===== src/rtl/dma_ring_pkg.sv =====
package dma_ring_pkg;

   typedef enum logic [1:0] {
      ST_IDLE,
      ST_READ,
      ST_WRITE,
      ST_ACK
   } seq_state_e;

   // control word, most significant field first
   typedef struct packed {
      logic       m2m;
      logic [1:0] prio;
      logic [1:0] msize;
      logic [1:0] psize;
      logic       minc;
      logic       pinc;
      logic       circ;
      logic       dir;
      logic       ht_ie;
      logic       tc_ie;
      logic       en;
   } ctrl_t;

   localparam int CTRL_W = $bits(ctrl_t);

   function automatic logic [2:0] size_bytes(input logic [1:0] code);
      case (code)
         2'b00:   size_bytes = 3'd1;
         2'b01:   size_bytes = 3'd2;
         default: size_bytes = 3'd4;
      endcase
   endfunction

endpackage


===== src/rtl/dma_ring_ptr.sv =====
module dma_ring_ptr #(
   parameter int ADDR_W = 32
) (
   input  logic              clk,
   input  logic              rst_n,
   input  logic              load,
   input  logic [ADDR_W-1:0] base,
   input  logic              advance,
   input  logic              inc_en,
   input  logic [1:0]        size,
   output logic [ADDR_W-1:0] cur
);
   import dma_ring_pkg::*;

   always_ff @(posedge clk or negedge rst_n) begin
      if (!rst_n)
         cur <= '0;
      else if (load)
         cur <= base;
      else if (advance && inc_en)
         cur <= cur + ADDR_W'(size_bytes(size));
   end

endmodule


===== src/rtl/dma_ring_regs.sv =====
module dma_ring_regs #(
   parameter int ADDR_W = 32,
   parameter int CNT_W  = 16
) (
   input  logic                     clk,
   input  logic                     rst_n,
   input  logic                     reg_wr,
   input  logic [2:0]               reg_addr,
   input  logic [31:0]              reg_wdata,
   output logic [31:0]              reg_rdata,
   input  logic [CNT_W-1:0]         rem,
   input  logic                     set_tc,
   input  logic                     set_ht,
   output dma_ring_pkg::ctrl_t      ctrl,
   output logic [ADDR_W-1:0]        pbase,
   output logic [ADDR_W-1:0]        mbase,
   output logic [CNT_W-1:0]         cnt_base,
   output logic                     cnt_load,
   output logic                     start,
   output logic                     irq
);
   import dma_ring_pkg::*;

   localparam logic [2:0] OFS_CTRL  = 3'd0;
   localparam logic [2:0] OFS_PBASE = 3'd1;
   localparam logic [2:0] OFS_MBASE = 3'd2;
   localparam logic [2:0] OFS_COUNT = 3'd3;
   localparam logic [2:0] OFS_FLAGS = 3'd4;
   localparam logic [2:0] OFS_CLEAR = 3'd5;

   logic flag_tc, flag_ht;
   logic wr_ctrl, wr_clear;
   logic unused_wdata;

   assign unused_wdata = ^reg_wdata;
   assign wr_ctrl  = reg_wr && (reg_addr == OFS_CTRL);
   assign wr_clear = reg_wr && (reg_addr == OFS_CLEAR);
   assign cnt_load = reg_wr && (reg_addr == OFS_COUNT) && !ctrl.en;
   assign start    = wr_ctrl && reg_wdata[0] && !ctrl.en;

   always_ff @(posedge clk or negedge rst_n) begin
      if (!rst_n) begin
         ctrl     <= '0;
         pbase    <= '0;
         mbase    <= '0;
         cnt_base <= '0;
      end else begin
         if (wr_ctrl)
            ctrl <= ctrl_t'(reg_wdata[CTRL_W-1:0]);
         if (reg_wr && reg_addr == OFS_PBASE)
            pbase <= reg_wdata[ADDR_W-1:0];
         if (reg_wr && reg_addr == OFS_MBASE)
            mbase <= reg_wdata[ADDR_W-1:0];
         if (cnt_load)
            cnt_base <= reg_wdata[CNT_W-1:0];
      end
   end

   // sticky flags; a new event wins over a clear in the same cycle
   always_ff @(posedge clk or negedge rst_n) begin
      if (!rst_n) begin
         flag_tc <= 1'b0;
         flag_ht <= 1'b0;
      end else begin
         if (set_tc)
            flag_tc <= 1'b1;
         else if (wr_clear && reg_wdata[0])
            flag_tc <= 1'b0;
         if (set_ht)
            flag_ht <= 1'b1;
         else if (wr_clear && reg_wdata[1])
            flag_ht <= 1'b0;
      end
   end

   assign irq = (flag_tc && ctrl.tc_ie) || (flag_ht && ctrl.ht_ie);

   always_comb begin
      case (reg_addr)
         OFS_CTRL:  reg_rdata = {{(32-CTRL_W){1'b0}}, ctrl};
         OFS_PBASE: reg_rdata = 32'(pbase);
         OFS_MBASE: reg_rdata = 32'(mbase);
         OFS_COUNT: reg_rdata = 32'(rem);
         OFS_FLAGS: reg_rdata = {30'd0, flag_ht, flag_tc};
         default:   reg_rdata = 32'd0;
      endcase
   end

endmodule


===== src/rtl/dma_ring_seq.sv =====
module dma_ring_seq #(
   parameter int ADDR_W = 32,
   parameter int DATA_W = 32,
   parameter int CNT_W  = 16
) (
   input  logic              clk,
   input  logic              rst_n,
   input  logic              en,
   input  logic              m2m,
   input  logic              circ,
   input  logic              dir,
   input  logic [1:0]        psize,
   input  logic [1:0]        msize,
   input  logic [CNT_W-1:0]  cnt_base,
   input  logic              cnt_load,
   input  logic [CNT_W-1:0]  cnt_wval,
   input  logic [ADDR_W-1:0] p_cur,
   input  logic [ADDR_W-1:0] m_cur,
   input  logic              dreq,
   output logic              dack,
   output logic              bus_req,
   output logic              bus_we,
   output logic [ADDR_W-1:0] bus_addr,
   output logic [DATA_W-1:0] bus_wdata,
   output logic [1:0]        bus_size,
   input  logic [DATA_W-1:0] bus_rdata,
   input  logic              bus_ready,
   output logic [CNT_W-1:0]  rem,
   output logic              advance,
   output logic              wrap,
   output logic              set_tc,
   output logic              set_ht
);
   import dma_ring_pkg::*;

   seq_state_e        state;
   logic [DATA_W-1:0] data_q;
   logic [ADDR_W-1:0] src_q, dst_q;
   logic [1:0]        ssz_q, dsz_q;
   logic              item_m2m;
   logic              go, done;
   logic [CNT_W-1:0]  rem_next;

   assign go       = (state == ST_IDLE) && en && (rem != '0) && (dreq || m2m);
   assign done     = (state == ST_WRITE) && bus_ready;
   assign rem_next = rem - 1'b1;
   assign advance  = done;
   assign wrap     = done && (rem_next == '0) && circ;
   assign set_tc   = done && (rem_next == '0);
   assign set_ht   = done && (rem_next == (cnt_base >> 1));

   always_ff @(posedge clk or negedge rst_n) begin
      if (!rst_n) begin
         state    <= ST_IDLE;
         data_q   <= '0;
         src_q    <= '0;
         dst_q    <= '0;
         ssz_q    <= '0;
         dsz_q    <= '0;
         item_m2m <= 1'b0;
      end else begin
         case (state)
            ST_IDLE: if (go) begin
               state    <= ST_READ;
               item_m2m <= m2m;
               src_q    <= dir ? m_cur : p_cur;
               dst_q    <= dir ? p_cur : m_cur;
               ssz_q    <= dir ? msize : psize;
               dsz_q    <= dir ? psize : msize;
            end
            ST_READ: if (bus_ready) begin
               data_q <= bus_rdata;
               state  <= ST_WRITE;
            end
            ST_WRITE: if (bus_ready) state <= ST_ACK;
            default:  state <= ST_IDLE;
         endcase
      end
   end

   always_ff @(posedge clk or negedge rst_n) begin
      if (!rst_n)
         rem <= '0;
      else if (cnt_load)
         rem <= cnt_wval;
      else if (wrap)
         rem <= cnt_base;
      else if (done)
         rem <= rem_next;
   end

   assign bus_req   = (state == ST_READ) || (state == ST_WRITE);
   assign bus_we    = (state == ST_WRITE);
   assign bus_addr  = (state == ST_WRITE) ? dst_q : src_q;
   assign bus_size  = (state == ST_WRITE) ? dsz_q : ssz_q;
   assign bus_wdata = (state == ST_WRITE) ? data_q : '0;
   assign dack      = (state == ST_ACK) && !item_m2m;

endmodule


===== src/rtl/dma_ring_channel.sv =====
module dma_ring_channel #(
   parameter int ADDR_W = 32,
   parameter int DATA_W = 32,
   parameter int CNT_W  = 16
) (
   input  logic              clk,
   input  logic              rst_n,
   input  logic              reg_wr,
   input  logic [2:0]        reg_addr,
   input  logic [31:0]       reg_wdata,
   output logic [31:0]       reg_rdata,
   input  logic              dreq,
   output logic              dack,
   output logic              bus_req,
   output logic              bus_we,
   output logic [ADDR_W-1:0] bus_addr,
   output logic [DATA_W-1:0] bus_wdata,
   output logic [1:0]        bus_size,
   input  logic [DATA_W-1:0] bus_rdata,
   input  logic              bus_ready,
   output logic              irq
);
   import dma_ring_pkg::*;

   localparam int NUM_PTR = 2;

   if (ADDR_W < 4 || ADDR_W > 32) begin : g_bad_addr_w
      $error("dma_ring_channel: ADDR_W must lie in 4..32");
   end
   if (CNT_W < 2 || CNT_W > 32) begin : g_bad_cnt_w
      $error("dma_ring_channel: CNT_W must lie in 2..32");
   end
   if (DATA_W < 8) begin : g_bad_data_w
      $error("dma_ring_channel: DATA_W must be at least 8");
   end

   ctrl_t             ctrl_q;
   logic [ADDR_W-1:0] pbase, mbase;
   logic [CNT_W-1:0]  cnt_base, rem;
   logic              cnt_load, start;
   logic              advance, wrap, set_tc, set_ht;
   logic              ctrl_en, ctrl_circ;

   logic [ADDR_W-1:0] base_a [NUM_PTR];
   logic [ADDR_W-1:0] cur_a  [NUM_PTR];
   logic              inc_a  [NUM_PTR];
   logic [1:0]        size_a [NUM_PTR];

   assign ctrl_en   = ctrl_q.en;
   assign ctrl_circ = ctrl_q.circ;

   dma_ring_regs #(.ADDR_W(ADDR_W), .CNT_W(CNT_W)) u_regs (
      .clk      (clk),
      .rst_n    (rst_n),
      .reg_wr   (reg_wr),
      .reg_addr (reg_addr),
      .reg_wdata(reg_wdata),
      .reg_rdata(reg_rdata),
      .rem      (rem),
      .set_tc   (set_tc),
      .set_ht   (set_ht),
      .ctrl     (ctrl_q),
      .pbase    (pbase),
      .mbase    (mbase),
      .cnt_base (cnt_base),
      .cnt_load (cnt_load),
      .start    (start),
      .irq      (irq)
   );

   // index 0: peripheral side, index 1: memory side
   assign base_a[0] = pbase;
   assign base_a[1] = mbase;
   assign inc_a[0]  = ctrl_q.pinc;
   assign inc_a[1]  = ctrl_q.minc;
   assign size_a[0] = ctrl_q.psize;
   assign size_a[1] = ctrl_q.msize;

   for (genvar gi = 0; gi < NUM_PTR; gi++) begin : g_ptr
      dma_ring_ptr #(.ADDR_W(ADDR_W)) u_ptr (
         .clk    (clk),
         .rst_n  (rst_n),
         .load   (start || wrap),
         .base   (base_a[gi]),
         .advance(advance),
         .inc_en (inc_a[gi]),
         .size   (size_a[gi]),
         .cur    (cur_a[gi])
      );
   end

   dma_ring_seq #(.ADDR_W(ADDR_W), .DATA_W(DATA_W), .CNT_W(CNT_W)) u_seq (
      .clk      (clk),
      .rst_n    (rst_n),
      .en       (ctrl_q.en),
      .m2m      (ctrl_q.m2m),
      .circ     (ctrl_q.circ),
      .dir      (ctrl_q.dir),
      .psize    (ctrl_q.psize),
      .msize    (ctrl_q.msize),
      .cnt_base (cnt_base),
      .cnt_load (cnt_load),
      .cnt_wval (reg_wdata[CNT_W-1:0]),
      .p_cur    (cur_a[0]),
      .m_cur    (cur_a[1]),
      .dreq     (dreq),
      .dack     (dack),
      .bus_req  (bus_req),
      .bus_we   (bus_we),
      .bus_addr (bus_addr),
      .bus_wdata(bus_wdata),
      .bus_size (bus_size),
      .bus_rdata(bus_rdata),
      .bus_ready(bus_ready),
      .rem      (rem),
      .advance  (advance),
      .wrap     (wrap),
      .set_tc   (set_tc),
      .set_ht   (set_ht)
   );

endmodule


===== config.mk =====
export PLATFORM = sky130hd
export DESIGN_NAME = dma_ring_channel
export DESIGN_NICKNAME = d
export VERILOG_FILES = /design/src/rtl/dma_ring_pkg.sv /design/src/rtl/dma_ring_ptr.sv /design/src/rtl/dma_ring_regs.sv /design/src/rtl/dma_ring_seq.sv /design/src/rtl/dma_ring_channel.sv
export SDC_FILE = /design/constraint.sdc
export NUM_CORES = 1
export LEC_CHECK = 0
export CORE_UTILIZATION = 51
export DETAILED_ROUTE_END_ITERATION = 10
export PLACE_DENSITY = 0.82
export SYNTH_ARGS = -nofsm -noshare
export SYNTH_HDL_FRONTEND = slang
export SYNTH_SLANG_ARGS = --single-unit
export TNS_END_PERCENT = 1

===== constraint.sdc =====
create_clock -name clk -period 3.4 [get_ports clk]
set_clock_uncertainty 0.15 [all_clocks]
set_input_delay 0.85 -clock clk [delete_from_list [all_inputs] [get_ports clk]]
set_output_delay 0.85 -clock clk [all_outputs]
set_load 0.05 [all_outputs]

==> run summary, run 1 <==
STATUS
------------------------------------------------------------------------------------
Outcome                                                                 finished, final reports clean

CLOCKING
------------------------------------------------------------------------------------
Level count of the clock H-tree                                                    1
Count of hold-fix buffers inserted at cts                                          0
Maximum count of clock buffers along a single path                                 3
Clock insertion delay at the later pin of the skew report                    0.55 ns
Clk slew on worst S/H paths                                                  0.06 ns
Total clock buffers created by CTS                                                29
Clock sinks                                                                      279
Clk root buf                                                               clkbuf_16
CTS tree                                                                       built

MIN PATH
------------------------------------------------------------------------------------
Class of the tightest hold or removal check                                 in2async

ROUTE
------------------------------------------------------------------------------------
Total Routed Length                                                          40.1 mm
Antenna Violating Nets Remaining                                                   0
Vias per cell                                                                   5.87
Detailed-routing iteration count for the pre-antenna-repair pass                   5
Number of vias in the routed layout                                            11400
Average routed wire per standard cell                                        20.6 µm
Residual DRC                                                                       0
Starting DRT DRC Count                                                           785

FINISH
------------------------------------------------------------------------------------
Share of post-route cells with drive strength above 1                          29.0%
Layout Nets                                                                     1639
Area Growth Syn to Fin                                                         25.8%

POWER AND IR DROP
------------------------------------------------------------------------------------
Power per cell area                                                       898 nW/µm²
Leak Pwr                                                                     8.19 nW
Worst IR drop on VDD                                                          485 µV
Part of the total power dissipated in sequential elements                      35.2%
Switching part of the total                                                    42.5%
Combinational share of power                                                   46.1%
Internal cell power                                                          9.57 mW
Overall power                                                                16.6 mW
Clock network fraction of design power                                         18.6%
Net switching power                                                          7.06 mW

GLOBAL ROUTE
------------------------------------------------------------------------------------
Initial antenna violation count                                                    1
Met2 Usage GRT                                                                 43.0%
First-pass GRT wire length                                                   62.0 mm
Via count of the first global-routing pass                                     11300
Pin count of the biggest net entering global routing                              96
Routing usage on met3                                                          6.50%
Met1 Resource Use GR                                                           37.0%
Global-route layer with the greatest usage                                      met2
Total global routing overflow                                                      0
Gr usage total                                                                 27.2%

CRITICAL PATH
------------------------------------------------------------------------------------
CP max FO                                                                         22
Data arrival, critical path                                                  2.30 ns
Type of origin of the critical path                                         register
Launch point of the worst reg-to-reg path                               u_seq.rem[0]
Worst r2r dst                                                           g_ptr[0].u_ptr.cur[31]
Endpoint type of the worst setup path                                     output pin
Startpoint-to-endpoint class of the critical path                            reg2out
Critical path startpoint                                                u_seq.state[0]
Flop-to-flop setup slack                                                     0.17 ns
WP data required                                                             2.40 ns
Reg2reg path depth                                                                 8

STA
------------------------------------------------------------------------------------
Setup slack after layout                                                    0.101 ns
Setup repair after global routing missed its margin                            false
Final period demand of the worst path                                        3.30 ns
Max Clk Rate                                                               0.303 GHz
Share of the cycle needed by the critical path after routing                   97.0%
Tightest Pin Transition                                                      1.14 ns
Worst hold slack                                                           0.0869 ns
Count of endpoints failing setup in the final report                               0
Worst relative slew slack                                                      23.7%
Final Max Tran Viols                                                               0
Final Hold Vio Count                                                               0

PLACE
------------------------------------------------------------------------------------
Final GP Congestion                                                            0.945
Setup slack after placement                                                -0.139 ns
Number of buffers inserted by port buffering                                     173
DP HPWL                                                                      29.1 mm

YOSYS
------------------------------------------------------------------------------------
Post-Synthesis Cells                                                            1356
Leading cell types by total area after synthesis                        dfrtp_1 47%, mux2_2 16%, mux2i_1 4.8%
Average footprint of a synthesized cell                                     10.9 µm²
Sequential share of the synthesized area                                       47.5%
Flip-flop and latch count after synthesis                                        279
Yosys warnings                                                                     0
Leading post-synthesis cells by instance count                          279 x dfrtp_1, 205 x mux2_2, 106 x nor2_1
Top-count cell post-synth                                                    dfrtp_1
Mapped Nets                                                                     1443
Count of cell types in the netlist                                                60
Cell type with the largest total area after synthesis                        dfrtp_1
Post-synth EDFFs                                                                   0
Top flip-flop cell by instance count after synthesis                         dfrtp_1
Post-Synthesis Cell Area                                                   14700 µm²
Proportion of synthesized flip-flops having asynchronous set or reset           100%
Area share of the leading cell type in the synthesized netlist                 47.5%

FLOORPLAN
------------------------------------------------------------------------------------
Floorplan die area                                                         29500 µm²
Core region area                                                           28100 µm²
Die width                                                                     172 µm
Initial Utilization                                                            52.4%
Row count                                                                         61
I/O pin total                                                                    174
Height of the die                                                             172 µm

JOB
------------------------------------------------------------------------------------
Number of max-cap violations                                                       0

[sequential cells by signal (all words and copies together), names as in the netlist]
signal and flops:
g_ptr.u_ptr.cur 64, u_regs.cnt_base 16, u_regs.ctrl 14, u_regs.flag_ht 1, u_regs.flag_tc 1, u_regs.mbase 32
u_regs.pbase 32, u_seq.data_q 32, u_seq.dst_q 32, u_seq.dsz_q 2, u_seq.item_m2m 1, u_seq.rem 16
u_seq.src_q 32, u_seq.ssz_q 2, u_seq.state 2
[repair_timing]
item	in CTS	in global routing
pin swaps	0	1
resized for setup	16	6
buffers inserted	0	0
setup endpoints to repair	58	62
[through the flow]
step / TNS [ns] / utilization, % / cell area [µm²] / instances
floorplan: -0.760 / - / 14800 / 1356
global placement: -3.81 / 62.5 / 17500 / 1899
detailed placement: -3.77 / 62.5 / 17500 / 1899
CTS: -0.00606 / 65.8 / 18500 / 1948
global route: 0 / 65.9 / 18500 / 1948
finish: 0 / 65.9 / 18500 / 1949
[layout by cell type (no fill, tap or decap), drive strengths merged, types with 19 or more instances in the layout]
master | Yosys | final
a21oi | 76 | 76
a22o | 29 | 29
and2 | 37 | 37
buf | 16 | 171
clkbuf | 71 | 41
clkdlybuf4s50 | 0 | 71
dfrtp | 279 | 279
inv | 26 | 26
mux2 | 210 | 210
mux2i | 71 | 71
nand2 | 93 | 93
nand3 | 35 | 35
nand4 | 19 | 19
nor2 | 106 | 106
nor3 | 21 | 21
o21ai | 30 | 30
xnor2 | 52 | 52
xor2 | 44 | 44
[critical path: stages, from the launching register on]
cell     delay [ns]
dfrtp_1        0.43
inv_1          0.14
ha_4           0.31
buf_6          0.28
mux2_2         0.40
buf_4          0.20
[power groups by stage]
| stage | combinational (mW) | clock, mW | sequential, mW |
|---|---|---|---|
| floorplan | 5.61 | 0 | 5.28 |
| global placement | 7.51 | 0 | 5.76 |
| detailed placement | 7.66 | 0 | 5.85 |
| CTS | 7.68 | 3.15 | 5.80 |
| global route | 8.25 | 3.28 | 5.99 |
| finish | 7.67 | 3.10 | 5.86 |
[final cells by class]
| cell class | count | area (µm²) |
|---|---|---|
| fillers | 2115 | 9580 |
| multi-input cells | 964 | 7380 |
| flip-flops and latches | 279 | 6990 |
| repair buffers | 252 | 2650 |
| clock buffers | 41 | 831 |
| well taps | 378 | 473 |
| inverters | 26 | 97.6 |
| clock inverters | 8 | 92.6 |
| diodes | 1 | 2.50 |
[logic make-up after synthesis]
logic type	count (synthesis)	share of synthesized area, %
adder cells (fa/ha/maj)	15	1.38
flip-flops	279	47.5
buffers and inverters	113	3.05
multiplexers	281	20.9
AO/OA/AOI/OAI	188	8.39
AND/OR/NAND/NOR	384	13.1
XOR/XNOR	96	5.71
[routing by layer]
metal	vias to the layer above	share of wire (%)
li1	5201	-
met1	5682	43
met2	467	46
met3	83	8.6
met4	2	2.7
met5	-	0.022
[worst max path at each step]
stage / endpoint / slack (ns) / cells after the start
2_1_floorplan: reg_rdata[13] / -0.09 / 6
3_3_place_gp: g_ptr[0].u_ptr.cur[13] / -0.16 / 10
3_5_place_dp: reg_rdata[6] / -0.14 / 6
4_1_cts: reg_rdata[4] / -0.006 / 7
5_1_grt: bus_addr[4] / 0.03 / 5
6_report: bus_addr[4] / 0.10 / 5
Note: power is estimated with default switching activity, not from simulation.
==> run 2, diff against run 1 <==
--- a/config.mk
+++ b/config.mk
@@ -5,7 +5,8 @@
 export SDC_FILE = /design/constraint.sdc
 export NUM_CORES = 1
 export LEC_CHECK = 0
-export CORE_UTILIZATION = 51
+export ABC_AREA = 1
+export CORE_UTILIZATION = 52
 export DETAILED_ROUTE_END_ITERATION = 10
 export PLACE_DENSITY = 0.82
 export SYNTH_ARGS = -nofsm -noshare
==> run summary, run 2 <==
FINISH
------------------------------------------------------------------------------------
Total area of multi-input combinational cells                               7610 µm²
Most frequent cells in the layout                                       552 x nand2_1, 278 x dfrtp_1, 250 x inv_1
Share of post-route cells with drive strength above 1                          12.2%
Max reg flops                                                                     64
# fillers                                                                       2463
Storage element area                                                        6990 µm²
Layout Nets                                                                     2366
Antenna diode count                                                                0
Most common cell after layout, fill and taps aside                           nand2_1
Area Growth Syn to Fin                                                         24.7%
Register containing the most flip-flops in the final layout             g_ptr.u_ptr.cur

YOSYS
------------------------------------------------------------------------------------
Cell type with the largest total area after synthesis                        dfrtp_1
Top flip-flop cell by instance count after synthesis                         dfrtp_1
Post-Synthesis Cell Area                                                   16000 µm²
Flip-flop and latch count after synthesis                                        279
Leading post-synthesis cells by instance count                          555 x nand2_1, 279 x dfrtp_1, 254 x inv_1
Post-synth EDFFs                                                                   0
Yosys warnings                                                                     0
Count of cell types in the netlist                                                45
Sequential share of the synthesized area                                       43.5%
Average footprint of a synthesized cell                                     7.51 µm²
Post-Synthesis Cells                                                            2137
Proportion of synthesized flip-flops having asynchronous set or reset           100%
Area share of the leading cell type in the synthesized netlist                 43.5%
Leading cell types by total area after synthesis                        dfrtp_1 44%, nand2_1 13%, o21ai_0 7.6%
Mapped Nets                                                                     2224
Top-count cell post-synth                                                    nand2_1

STA
------------------------------------------------------------------------------------
Setup slack after layout                                                   0.0953 ns
Final Hold Vio Count                                                               0
Worst relative slew slack                                                      23.4%
Final period demand of the worst path                                        3.30 ns
Share of the cycle needed by the critical path after routing                   97.2%
Final Max Tran Viols                                                               0
Count of endpoints failing setup in the final report                               0
Max Clk Rate                                                               0.303 GHz
Tightest Pin Transition                                                      1.14 ns
Setup repair after global routing missed its margin                            false

GLOBAL ROUTE
------------------------------------------------------------------------------------
Via count of the first global-routing pass                                     14500
Initial antenna violation count                                                    0
Pin count of the biggest net entering global routing                              93
Total global routing overflow                                                      0
First-pass GRT wire length                                                   80.0 mm
Gr usage total                                                                 32.4%

CRITICAL PATH
------------------------------------------------------------------------------------
Endpoint type of the worst setup path                                     output pin
CP max FO                                                                         81
Data arrival, critical path                                                  2.30 ns
Startpoint-to-endpoint class of the critical path                            reg2out
WP data required                                                             2.40 ns
Type of origin of the critical path                                         register

CLOCKING
------------------------------------------------------------------------------------
Maximum count of clock buffers along a single path                                 3
Clk root buf                                                               clkbuf_16
Clock insertion delay at the later pin of the skew report                    0.58 ns
Total clock buffers created by CTS                                                30
Clock sinks                                                                      279
Level count of the clock H-tree                                                    1
CTS tree                                                                       built
Clk slew on worst S/H paths                                                  0.06 ns

JOB
------------------------------------------------------------------------------------
Number of max-cap violations                                                       0

FLOORPLAN
------------------------------------------------------------------------------------
Height of the die                                                             178 µm
Die width                                                                     178 µm
I/O pin total                                                                    174
Floorplan die area                                                         31600 µm²
Initial Utilization                                                            53.4%
Row count                                                                         63
Core region area                                                           30000 µm²

MIN PATH
------------------------------------------------------------------------------------
Class of the tightest hold or removal check                                 in2async

ROUTE
------------------------------------------------------------------------------------
Detailed-routing iteration count for the pre-antenna-repair pass                   7
Residual DRC                                                                       0
Vias per cell                                                                   5.78
Number of vias in the routed layout                                            15600
Total Routed Length                                                          50.5 mm
Average routed wire per standard cell                                        18.8 µm
Antenna Violating Nets Remaining                                                   0
Starting DRT DRC Count                                                          1812

POWER AND IR DROP
------------------------------------------------------------------------------------
Power per cell area                                                       858 nW/µm²
Worst IR drop on VDD                                                          453 µV
Overall power                                                                17.2 mW
Leak Pwr                                                                     9.31 nW

PLACE
------------------------------------------------------------------------------------
DP HPWL                                                                      37.4 mm
Setup slack after placement                                               -0.0832 ns
Final GP Congestion                                                             1.00
Number of buffers inserted by port buffering                                     173

STATUS
------------------------------------------------------------------------------------
Outcome                                                                 finished, final reports clean

## run 2: cell count changes after synthesis, sizes merged, moves of 13 or more
cell | previous run | this run
nand3 | 35 | 177
buf | 16 | 34
nand2 | 93 | 556
and2 | 37 | 0
a21o | 13 | 0
mux2i | 71 | 0
o211ai | 3 | 30
inv | 26 | 256
xnor2 | 52 | 4
a21oi | 76 | 43
mux2 | 210 | 32
clkbuf | 71 | 90
o21ai | 30 | 244
nand4 | 19 | 120
## run 2: logic make-up after synthesis
family                     synth area share [%]
AOI/OAI and AO/OA                          12.9
xor gates and xnor gates                   2.55
adders and majority gates                  1.26
buffers and inverters                      9.61
DFF                                        43.5
muxes                                      2.25
and+or+nand+nor                            27.9
## run 2: critical path, cell delays in order (launching register included)
cell and delay (ns):
dfrtp_1 0.43, inv_1 0.15, ha_4 0.33, buf_16 0.29, nand2_1 0.09, o21ai_0 0.20
buf_12 0.20
## run 2: repair_timing
item / 4_1_cts / 5_1_grt
endpoints found under the hold margin: 0 / 0
gates resized for setup: 4 / 26
setup buffers: 0 / 2
pin swaps: 0 / 5
setup endpoints to repair: 16 / 33
hold buffers: 0 / 0
cloned: 0 / 1
## run 2: path summary, 6_finish.rpt
path / slack (ns) / to / start / depth (start not counted)
min in group clk: 0.34 / u_seq.dst_q[1] / u_seq.dst_q[1] / 2
worst min register to register: 0.34 / u_seq.dst_q[1] / u_seq.dst_q[1] / 2
max in group asynchronous: 2.20 / u_regs.cnt_base[0] / rst_n / 2
worst max-delay path: 0.1 / bus_addr[13] / u_seq.state[0] / 6
worst min-delay path: 0.07 / u_regs.pbase[27] / rst_n / 1
worst max register to register: 0.38 / g_ptr[1].u_ptr.cur[18] / u_regs.ctrl[10] / 14
## run 2: layout make-up
type                       count  share of cell area [%]
clock buffer                  41                    4.31
clock inverter                12                   0.444
inverter                     257                    4.86
multi-input combinational   1477                    38.0
sequential                   279                    34.9
tap                          390                    2.44
timing repair buffer         234                    15.1
## run 2: stage by stage
stage / cells / setup TNS [ns] / utilization [%] / hold WS, ns / cell area, µm²
2_1_floorplan: 2137 / -0.0749 / - / 0.303 / 16000
3_3_place_gp: 2634 / -0.290 / 63.0 / 0.315 / 18900
3_5_place_dp: 2634 / -0.560 / 63.0 / 0.324 / 18900
4_1_cts: 2687 / -0.000863 / 66.2 / 0.0971 / 19900
5_1_grt: 2690 / 0 / 66.7 / 0.118 / 20000
6_report: 2690 / 0 / 66.7 / 0.0709 / 20000
## run 2: per-layer routing
metal | vias to the layer above | track usage [%] | wire, µm
met5 | - | 0 | 0
met2 | 742 | 49.3 | 22500
met4 | 0 | 8.23 | 1100
li1 | 7365 | - | -
met1 | 7362 | 48.3 | 22100
met3 | 86 | 4.65 | 4750
## run 2: report_power, final
| group | internal, mW | switching [mW] | total, mW |
|---|---|---|---|
| clock | 1.77 | 1.39 | 3.16 |
| combinational | 3.18 | 5.18 | 8.36 |
| sequential | 4.50 | 1.15 | 5.65 |
| total | 9.45 | 7.72 | 17.2 |
==> run 3, diff against run 2 <==
--- a/config.mk
+++ b/config.mk
@@ -6,6 +6,7 @@
 export NUM_CORES = 1
 export LEC_CHECK = 0
 export ABC_AREA = 1
+export CAP_MARGIN = 25
 export CORE_UTILIZATION = 52
 export DETAILED_ROUTE_END_ITERATION = 10
 export PLACE_DENSITY = 0.82
==> run summary, run 3 (same netlist as run 2, synthesis figures left out) <==
GLOBAL ROUTE
-------------------------------------------------------------------------------
Total global routing overflow                                                 0
First-pass GRT wire length                                              80.2 mm
Gr usage total                                                            32.5%
Initial antenna violation count                                               0
Via count of the first global-routing pass                                14600
Pin count of the biggest net entering global routing                         93

STATUS
-------------------------------------------------------------------------------
Outcome                                                            finished, final reports clean

CRITICAL PATH
-------------------------------------------------------------------------------
Critical Path, Cell by Cell                                        clkdlybuf4s50_1 > buf_4 > nor2_1 > nand2_2 > buf_4 > o211ai_1 > buf_4 > buf_12
CP max FO                                                                     6
Startpoint-to-endpoint class of the critical path                        in2out
Data arrival, critical path                                             2.37 ns
WP data required                                                        2.40 ns
Number of buffers and inverters on the critical path                          5
Top cell family by delay on the critical path                      buffers and inverters
Endpoint type of the worst setup path                                output pin
Master of the slowest instance on the critical path                clkdlybuf4s50_1
Critical path's largest stage delay                                     0.42 ns
Type of origin of the critical path                                   input pin
Flop-to-flop setup slack                                                0.41 ns
Crit path top cell by count                                               buf_4

POWER AND IR DROP
-------------------------------------------------------------------------------
Leak Pwr                                                                9.34 nW
Worst IR drop on VDD                                                     509 µV
Power per cell area                                                  865 nW/µm²

PLACE
-------------------------------------------------------------------------------
Placed instance area                                                  18900 µm²
Number of buffers inserted by port buffering                                173
Cell count after placement                                                 2635
DP HPWL                                                                 37.7 mm
Final GP Congestion                                                        1.00

CLOCKING
-------------------------------------------------------------------------------
Clock sinks                                                                 279
Maximum count of clock buffers along a single path                            3
Level count of the clock H-tree                                               1
Total clock buffers created by CTS                                           30
CTS tree                                                                  built
Clk root buf                                                          clkbuf_16
Clock insertion delay at the later pin of the skew report               0.57 ns
Clk slew on worst S/H paths                                             0.06 ns
Count of hold-fix buffers inserted at cts                                     0

ROUTE
-------------------------------------------------------------------------------
Total Routed Length                                                     50.9 mm
Number of vias in the routed layout                                       15700
DR top layer                                                               met4
Starting DRT DRC Count                                                     1911
Antenna Violating Nets Remaining                                              0
Wire length on met1                                                     22.3 mm
Vias per cell                                                              5.83
Detailed-routing iteration count for the pre-antenna-repair pass              5
Metal2 WL                                                               22.8 mm
Detail Route met3 WL                                                    4.60 mm
Average routed wire per standard cell                                   18.9 µm
Residual DRC                                                                  0

STA
-------------------------------------------------------------------------------
Worst hold slack                                                      0.0893 ns
Share of the cycle needed by the critical path after routing              99.0%
Final period demand of the worst path                                   3.37 ns
Count of endpoints failing setup in the final report                          0
Max Clk Rate                                                          0.297 GHz
Final Hold Vio Count                                                          0
Worst relative slew slack                                                 50.2%
Setup repair after global routing missed its margin                        true
Final Max Tran Viols                                                          0
Tightest Pin Transition                                                0.741 ns

FLOORPLAN
-------------------------------------------------------------------------------
Initial Utilization                                                       53.4%
Floorplan die area                                                    31600 µm²
Row count                                                                    63
Core region area                                                      30000 µm²
Die width                                                                178 µm
Height of the die                                                        178 µm
I/O pin total                                                               174

JOB
-------------------------------------------------------------------------------
Number of max-cap violations                                                  0

FINISH
-------------------------------------------------------------------------------
Share of post-route cells with drive strength above 1                     12.3%
Total area of multi-input combinational cells                          7610 µm²
Final non-filler cell area                                            20100 µm²
Layout Nets                                                                2367
Max reg flops                                                                64
Area Growth Syn to Fin                                                    25.2%
Antenna diode count                                                           0
Number of standard cells in the final layout excluding fillers             2694
# fillers                                                                  2410
Most frequent cells in the layout                                  551 x nand2_1, 278 x dfrtp_1, 250 x inv_1
Most common cell after layout, fill and taps aside                      nand2_1
Register containing the most flip-flops in the final layout        g_ptr.u_ptr.cur
Storage element area                                                   6990 µm²

MIN PATH
-------------------------------------------------------------------------------
Class of the tightest hold or removal check                            in2async

[run 3: changes by cell type in the layout (fill, tap and decap cells not counted), moves of 2 or more]
cell	delta
a22oi_1	+2
clkinv_4	-2
a22oi_2	-2
bufinv_16	+2
[run 3: worst reg2reg max path: cells and delay by family (launching register included)]
| family | cells | cell delay (ns) |
|---|---|---|
| AND/OR/NAND/NOR | 7 | 1.00 |
| AO/OA/AOI/OAI | 1 | 0.20 |
| adder cells (fa/ha/maj) | 2 | 0.63 |
| buffers and inverters | 3 | 0.32 |
| flip-flops | 1 | 0.46 |
| XOR/XNOR | 1 | 0.17 |
[run 3: layer usage]
layer / vias to the layer above / track usage (%)
li1: 7369 / -
met5: - / 0
met2: 757 / 49.7
met3: 93 / 4.46
met1: 7493 / 48.5
met4: 0 / 7.76
[run 3: path summary, 6_finish.rpt]
| kind | depth (start not counted) | endpoint | from |
|---|---|---|---|
| setup / recovery | 8 | reg_rdata[9] | reg_addr[0] |
| hold / removal | 1 | u_regs.pbase[27] | rst_n |
| setup reg to reg | 14 | g_ptr[1].u_ptr.cur[18] | u_regs.ctrl[10] |
| hold reg to reg | 2 | u_seq.dst_q[1] | u_seq.dst_q[1] |
| max in group asynchronous | 2 | u_regs.cnt_base[0] | rst_n |
| min in group clk | 2 | u_seq.dst_q[1] | u_seq.dst_q[1] |
[run 3: layout make-up]
cell class                 instances  area share, %
clock buffer                      43           4.48
clock inverter                    13          0.635
inverter                         257           4.84
multi-input combinational       1477           37.9
sequential                       279           34.8
timing repair buffer             235           15.0
tap                              390           2.43
[run 3: stage by stage]
stage          total power, mW  utilization, %  setup WS [ns]  setup TNS, ns
2_1_floorplan             10.5               -        -0.0187        -0.0749
3_3_place_gp              13.7            63.0        -0.0390         -0.290
3_5_place_dp              13.9            63.1         -0.108         -0.809
4_1_cts                   17.3            66.5       -0.00110       -0.00110
5_1_grt                   18.4            66.9        -0.0639         -0.360
6_report                  17.4            66.9         0.0343              0
[run 3: repair_timing]
action                                  in CTS  in global routing
gates resized for setup                      7                 22
endpoints found under the setup margin      28                 35
buffers inserted                             0                  2
pin swaps                                    0                  2
cloned                                       0                  1
[run 3: where the power goes]
part           switching, mW  internal (mW)  total (mW)  leakage [nW]
registers               1.16           4.50        5.66          3.52
logic                   5.18           3.18        8.36          5.31
clock network           1.37           1.99        3.36         0.509
total                   7.71           9.67        17.4          9.34
